[config.mk]
export PLATFORM = sky130hd
export DESIGN_NAME = bridge_perr_unit
export DESIGN_NICKNAME = d
export VERILOG_FILES = /design/src/rtl/bpe_pkg.sv /design/src/rtl/bpe_parity_pipe.sv /design/src/rtl/bpe_pri_strobe.sv /design/src/rtl/bpe_sec_status.sv /design/src/rtl/bridge_perr_unit.sv
export SDC_FILE = /design/constraint.sdc
export NUM_CORES = 1
export LEC_CHECK = 0
export ABC_AREA = 1
export ABC_CLOCK_PERIOD_IN_PS = 900
export BUFFER_PORTS_ARGS = -buffer_cell sky130_fd_sc_hd__buf_2
export CORE_UTILIZATION = 46
export DETAILED_ROUTE_END_ITERATION = 12
export PLACE_DENSITY = 0.86
export SYNTH_ARGS = -nofsm -noshare
export SYNTH_HDL_FRONTEND = slang
export SYNTH_SLANG_ARGS = --single-unit
[constraint.sdc]
create_clock -name clk -period 0.9 [get_ports clk]
set_input_delay 0.09 -clock clk [delete_from_list [all_inputs] [get_ports clk]]
set_output_delay 0.09 -clock clk [all_outputs]
set_load 0.02 [all_outputs]
[src/rtl/bpe_pkg.sv]
package bpe_pkg;

    typedef enum logic [1:0] {
        XK_READ       = 2'b00,
        XK_POSTED_WR  = 2'b01,
        XK_DELAYED_WR = 2'b10,
        XK_RSVD       = 2'b11
    } xfer_kind_e;

    typedef enum logic {
        DIR_DOWN = 1'b0,
        DIR_UP   = 1'b1
    } xfer_dir_e;

    localparam int NUM_BUS = 2;
    localparam int BUS_PRI = 0;
    localparam int BUS_SEC = 1;

    // first pipeline stage: context captured with the data phase
    typedef struct packed {
        logic       valid;
        logic       calc_par;
        xfer_kind_e kind;
        xfer_dir_e  dir;
        logic       en;
    } phase_t;

    // second stage: parity compared, context carried along
    typedef struct packed {
        logic       valid;
        logic       mismatch;
        xfer_kind_e kind;
        xfer_dir_e  dir;
        logic       en;
    } chk_t;

    function automatic logic is_write(xfer_kind_e k);
        return (k == XK_POSTED_WR) || (k == XK_DELAYED_WR);
    endfunction

    // bridge is target of a write or initiator of a read on the primary bus
    function automatic logic pri_owns_strobe(xfer_kind_e k, xfer_dir_e d);
        return ((d == DIR_DOWN) && is_write(k)) || ((d == DIR_UP) && (k == XK_READ));
    endfunction

    function automatic logic masters_secondary(xfer_dir_e d);
        return d == DIR_DOWN;
    endfunction

endpackage

[src/rtl/bpe_parity_pipe.sv]
module bpe_parity_pipe
    import bpe_pkg::*;
#(
    parameter int DATA_W = 32,
    parameter int BE_W   = 4
) (
    input  logic              clk,
    input  logic              rst,
    input  logic              phase_in,
    input  logic [DATA_W-1:0] ad_in,
    input  logic [BE_W-1:0]   be_in,
    input  logic              par_in,
    input  xfer_kind_e        kind_in,
    input  xfer_dir_e         dir_in,
    input  logic              en_in,
    output chk_t              chk
);
    localparam int COVER_W = DATA_W + BE_W;

    logic [COVER_W-1:0] covered;
    phase_t             s1;

    assign covered = {ad_in, be_in};

    always_ff @(posedge clk) begin
        if (rst) begin
            s1  <= '0;
            chk <= '0;
        end else begin
            s1.valid    <= phase_in;
            s1.calc_par <= ^covered;
            s1.kind     <= kind_in;
            s1.dir      <= dir_in;
            s1.en       <= en_in;
            chk.valid    <= s1.valid;
            chk.mismatch <= s1.valid && (par_in != s1.calc_par);
            chk.kind     <= s1.kind;
            chk.dir      <= s1.dir;
            chk.en       <= s1.en;
        end
    end

    // a compared result exists only two clocks after a data phase
    p_chk_two_after_phase_r2: assert property (@(posedge clk) disable iff (rst)
        chk.valid |-> $past(phase_in, 2));

endmodule

[src/rtl/bpe_pri_strobe.sv]
module bpe_pri_strobe
    import bpe_pkg::*;
(
    input  logic clk,
    input  logic rst,
    input  chk_t pri_chk,
    input  logic sec_cross_req,
    input  logic pri_perr_en,
    output logic pri_perr_n,
    output logic cross_pending
);
    logic own_hit;
    logic cross_q;

    assign own_hit = pri_chk.valid && pri_chk.mismatch && pri_chk.en
                     && pri_owns_strobe(pri_chk.kind, pri_chk.dir);

    always_ff @(posedge clk) begin
        if (rst) cross_q <= 1'b0;
        else     cross_q <= sec_cross_req && pri_perr_en;
    end

    assign pri_perr_n    = !(own_hit || cross_q);
    assign cross_pending = cross_q;

    // a disabled primary phase never produces the strobe on its own
    p_no_strobe_disabled_r4: assert property (@(posedge clk) disable iff (rst)
        (pri_chk.valid && !pri_chk.en && !cross_q) |-> pri_perr_n);

    // reserved kind never qualifies
    p_no_strobe_rsvd_r4: assert property (@(posedge clk) disable iff (rst)
        (pri_chk.valid && pri_chk.kind == XK_RSVD && !cross_q) |-> pri_perr_n);

endmodule

[src/rtl/bpe_sec_status.sv]
module bpe_sec_status
    import bpe_pkg::*;
(
    input  logic clk,
    input  logic rst,
    input  chk_t sec_chk,
    input  logic sec_perr_n,
    input  logic stat_clr,
    output logic dpd,
    output logic cross_req
);
    logic strobe_seen;
    logic set_now;

    assign strobe_seen = sec_chk.valid && !sec_perr_n;
    assign set_now     = sec_chk.valid && sec_chk.en && masters_secondary(sec_chk.dir)
                         && (sec_chk.mismatch || !sec_perr_n);
    assign cross_req   = strobe_seen && (sec_chk.dir == DIR_DOWN)
                         && (sec_chk.kind == XK_DELAYED_WR);

    always_ff @(posedge clk) begin
        if (rst)           dpd <= 1'b0;
        else if (set_now)  dpd <= 1'b1;
        else if (stat_clr) dpd <= 1'b0;
    end

    // only a mastered, enabled secondary phase can raise the bit
    p_set_needs_master_r7: assert property (@(posedge clk) disable iff (rst)
        $rose(dpd) |-> $past(sec_chk.valid && sec_chk.en && sec_chk.dir == DIR_DOWN));

    // the bit falls only after a clear pulse
    p_clear_only_by_w1c_r9: assert property (@(posedge clk) disable iff (rst)
        $fell(dpd) |-> $past(stat_clr));

endmodule

[src/rtl/bridge_perr_unit.sv]
module bridge_perr_unit
    import bpe_pkg::*;
#(
    parameter int DATA_W = 32,
    parameter int BE_W   = 4
) (
    input  logic              clk,
    input  logic              rst,
    input  logic              pri_phase,
    input  logic [DATA_W-1:0] pri_ad,
    input  logic [BE_W-1:0]   pri_be,
    input  logic              pri_par,
    input  logic [1:0]        pri_kind,
    input  logic              pri_dir,
    input  logic              pri_perr_en,
    input  logic              sec_phase,
    input  logic [DATA_W-1:0] sec_ad,
    input  logic [BE_W-1:0]   sec_be,
    input  logic              sec_par,
    input  logic [1:0]        sec_kind,
    input  logic              sec_dir,
    input  logic              sec_perr_en,
    input  logic              sec_perr_n,
    input  logic              stat_clr,
    output logic              pri_perr_n,
    output logic              sec_dpd
);
    logic              bus_phase [NUM_BUS];
    logic [DATA_W-1:0] bus_ad    [NUM_BUS];
    logic [BE_W-1:0]   bus_be    [NUM_BUS];
    logic              bus_par   [NUM_BUS];
    xfer_kind_e        bus_kind  [NUM_BUS];
    xfer_dir_e         bus_dir   [NUM_BUS];
    logic              bus_en    [NUM_BUS];
    chk_t              bus_chk   [NUM_BUS];

    logic cross_req;
    logic cross_pending;

    assign bus_phase[BUS_PRI] = pri_phase;
    assign bus_ad[BUS_PRI]    = pri_ad;
    assign bus_be[BUS_PRI]    = pri_be;
    assign bus_par[BUS_PRI]   = pri_par;
    assign bus_kind[BUS_PRI]  = xfer_kind_e'(pri_kind);
    assign bus_dir[BUS_PRI]   = xfer_dir_e'(pri_dir);
    assign bus_en[BUS_PRI]    = pri_perr_en;

    assign bus_phase[BUS_SEC] = sec_phase;
    assign bus_ad[BUS_SEC]    = sec_ad;
    assign bus_be[BUS_SEC]    = sec_be;
    assign bus_par[BUS_SEC]   = sec_par;
    assign bus_kind[BUS_SEC]  = xfer_kind_e'(sec_kind);
    assign bus_dir[BUS_SEC]   = xfer_dir_e'(sec_dir);
    assign bus_en[BUS_SEC]    = sec_perr_en;

    for (genvar b = 0; b < NUM_BUS; b++) begin : g_bus
        bpe_parity_pipe #(.DATA_W(DATA_W), .BE_W(BE_W)) u_pipe (
            .clk      (clk),
            .rst      (rst),
            .phase_in (bus_phase[b]),
            .ad_in    (bus_ad[b]),
            .be_in    (bus_be[b]),
            .par_in   (bus_par[b]),
            .kind_in  (bus_kind[b]),
            .dir_in   (bus_dir[b]),
            .en_in    (bus_en[b]),
            .chk      (bus_chk[b])
        );
    end

    bpe_sec_status u_status (
        .clk        (clk),
        .rst        (rst),
        .sec_chk    (bus_chk[BUS_SEC]),
        .sec_perr_n (sec_perr_n),
        .stat_clr   (stat_clr),
        .dpd        (sec_dpd),
        .cross_req  (cross_req)
    );

    bpe_pri_strobe u_strobe (
        .clk           (clk),
        .rst           (rst),
        .pri_chk       (bus_chk[BUS_PRI]),
        .sec_cross_req (cross_req),
        .pri_perr_en   (pri_perr_en),
        .pri_perr_n    (pri_perr_n),
        .cross_pending (cross_pending)
    );

    // reset leaves the strobe idle and the status clear
    p_reset_state_r1: assert property (@(posedge clk)
        rst |=> (pri_perr_n && !sec_dpd));

    // the strobe needs a primary mismatch or a carried secondary error
    p_strobe_has_cause_r3: assert property (@(posedge clk) disable iff (rst)
        !pri_perr_n |-> (cross_pending
                         || (bus_chk[BUS_PRI].valid && bus_chk[BUS_PRI].mismatch)));

    // a carried error comes only from a downstream delayed write
    p_cross_source_r5: assert property (@(posedge clk) disable iff (rst)
        cross_pending |-> $past(bus_chk[BUS_SEC].valid && !sec_perr_n
                                && bus_chk[BUS_SEC].kind == XK_DELAYED_WR
                                && bus_chk[BUS_SEC].dir == DIR_DOWN));

endmodule

==> impl_metrics.ini <==
[global_route]
grt_pass1_vias = 2863
grt_util_met1 = 0.207
grt.overflow.total = 0
grtUsageMet3 = 0.0251
grt_max_degree = 16
grt_util_met2 = 0.410
antenna_found_initial = 0
grt.total_usage = 0.198
grt_pass1_wl_um = 9990
top_usage_layer = met2

[hold_path]
hp-class = primary input to flop
whs_path_depth = 3
min_from = sec_kind[1]
min_to = g_bus[1].u_pipe.s1[3]

[critical_path]
crit_type = flop to primary output
worstPathArrival_ns = 1.36
r2r_setup_slack_ns = 0.10
cp.required_ns = 0.81
critical_path.startpoint_type = flop
critPathLaunch = g_bus[0].u_pipe.chk[2]
crit_path_max_fanout = 1
slowest_delay_ns = 0.31
path_delay_family = compound AO/OA/AOI/OAI gates
crit_chain = inv_1, ha_1, o21a_1, a41oi_4, buf_6
r2r-end = u_status.dpd
reg2reg_from = g_bus[1].u_pipe.chk[5]
reg2reg_depth = 4
path_buf_inv = 2
end_kind = primary output
cpMaxStageDelayCell = dfxtp_1

[timing]
fin_crit_sh = 1.61
clock_skew_ns = 0.00203
slew_violations = 0
setup_viol = 3
tightest_slew_ns = 0.345
period_needed_ns = 1.45
finalHoldViolCount = 0
fmax_mhz = 688
slew_headroom = 0.768
rsz0062_at_grt = yes
fin_ws_ns = -0.553

[layout]
fin_nets = 725
fin_area_mm2 = 0.00353
syn_to_final_growth_pct = 37.8
antenna_cells = 0
final_cell_count_no_fill = 705
drive_gt1_frac = 0.339

[yosys]
synth.net_count = 631
yosysSeqAreaShare = 0.203
yosys_warnings = 0
synthTopCellsByArea = nand2_1, dfxtp_1, inv_1
synthDistinctLibCells = 17
ys_ff_latch = 26
synth_cells = 542
yosys.area.top_type_share = 0.511
synth_area_per_cell_um2 = 4.73
post-synth-top-area-cell = nand2_1
syn_area_mm2 = 0.00256

[clocking]
cts_hold_buffers = 0
postCtsSetupBuffers = 0
clock_latency_ns = 0.27
cts.sinks = 26
tritoncts = done
root_buffer = clkbuf_8
cts_htree_levels = 1
clkTransAtPathRegs_ns = 0.09
numCtsBuffers = 3
clockBufferDepth = 2

[die]
fp-row-count = 26
die_area_mm2 = 0.00587
dieWidth_um = 76.6
core_area_mm2 = 0.00524
io_pins = 90
start_util = 0.489
die_h_um = 76.6

[place]
dp_hpwl_um = 4830
place.gp.congestion = 0.805
place_area_mm2 = 0.00312
place_inst = 701
io_buffer_count = 89
dp_slack_ns = -0.318

[pwr]
ir_drop_mv = 0.881
p_leak_uw = 0.00227
combPwrFrac = 0.407
p_int_uw = 2430
switching_share = 0.342
power_switching_uw = 1270
finalPower_uw = 3700
power_frac_seq = 0.335
p_clk_frac = 0.258
powerDensity_mw_per_mm2 = 1050

[detailed_routing]
avgRoutedWirePerCell_um = 8.96
routed_via_density = 4.61
drtIter0Drc = 61
drtAntennaViolNets = 0
drc = 0
firstDrtPassIters = 4
vias = 3248
wirelength_um = 6320

[outcome]
violations = negative setup slack
status = complete, but fails checks

[flow_run]
maxCapViolations = 0
[tightest hold or removal path, stage by stage]
cell and delay [ns]:
buf_2 0.07, inv_1 0.03, nor2_1 0.06
[final cells by class]
cell class | instances | area [um^2]
Multi-Input combinational cell | 411 | 1870
Fill cell | 488 | 1710
Sequential cell | 26 | 520
Timing Repair Buffer | 91 | 579
Tap cell | 70 | 87.6
Inverter | 103 | 402
Clock inverter | 1 | 30.0
Clock buffer | 3 | 41.3
[registers in the layout, indices dropped and copies added, names as in the netlist]
register                flops
g_bus.u_pipe.chk           12
g_bus.u_pipe.s1            12
u_status.dpd                1
u_strobe.cross_pending      1
[what timing repair did]
action	in CTS	in global routing
pin swaps	2	80
resized for setup	17	123
endpoints found under the setup margin	3	4
cloned	0	0
[synthesized netlist by cell type, drive strengths merged]
cell type and instances:
xnor2 8, a41oi 1, clkbuf 2, ha 1
a21oi 3, o21a 1, nor4 1, nor2 27
inv 103, dfxtp 26, o21ai 1, nand2 357
nor3 2, nand3 9
[power by group through the flow]
stage,registers [uW],clock network (uW),logic [uW]
finish,1240,954,1510
global route,1240,1020,1710
CTS,1240,961,1290
detailed placement,1270,0,1260
global placement,1260,0,1200
floorplan,1260,0,855
[worst max-delay path by stage]
stage	endpoint	slack [ns]	depth (start not counted)
after floorplan	pri_perr_n	-0.19	4
after global placement	pri_perr_n	-0.30	5
after detailed placement	g_bus[0].u_pipe.s1[4]	-0.32	15
after CTS	pri_perr_n	-0.57	5
after global routing	pri_perr_n	-0.63	5
final	pri_perr_n	-0.55	5
[layout by cell type (no fill, tap or decap)]
cell type	Yosys	layout
nand3_1	9	7
nor2_1	25	24
nor2_4	0	1
inv_1	91	65
a41oi_4	0	1
nor2_2	2	2
nand2_1	349	282
inv_2	12	32
buf_8	0	2
buf_2	0	70
bufinv_16	0	1
nor3_1	2	2
a21oi_2	0	1
o21a_1	1	1
a21oi_1	3	2
nor4_1	1	1
clkbuf_8	0	3
ha_1	1	1
inv_4	0	6
nand2_4	0	3
nand3_2	0	2
o21ai_0	1	1
xnor2_1	8	8
nand2_2	8	72
buf_4	0	4
buf_6	0	15
dfxtp_1	26	26
[layer usage]
layer | share of wire | wire [um]
met1 | 0.41 | 2600
met2 | 0.54 | 3410
met3 | 0.035 | 224
met4 | 0.013 | 84
met5 | 0 | 0
[cell families after synthesis]
family	after synthesis	share of synthesized area
AND/OR/NAND/NOR	396	0.596
adder cells (fa/ha/maj)	1	0.00488
buffers and inverters	105	0.154
XOR/XNOR	8	0.0274
AO/OA/AOI/OAI	6	0.0142
flip-flops	26	0.203
[through the flow]
step	setup TNS, ns	hold slack (ns)	util
floorplan	-0.273	0.167	-
global placement	-0.835	0.288	0.596
detailed placement	-0.928	0.297	0.596
CTS	-0.570	0.0129	0.618
global route	-0.918	0.0227	0.674
finish	-0.601	0.0158	0.674
No activity file was read; power rests on OpenSTA's default activity.
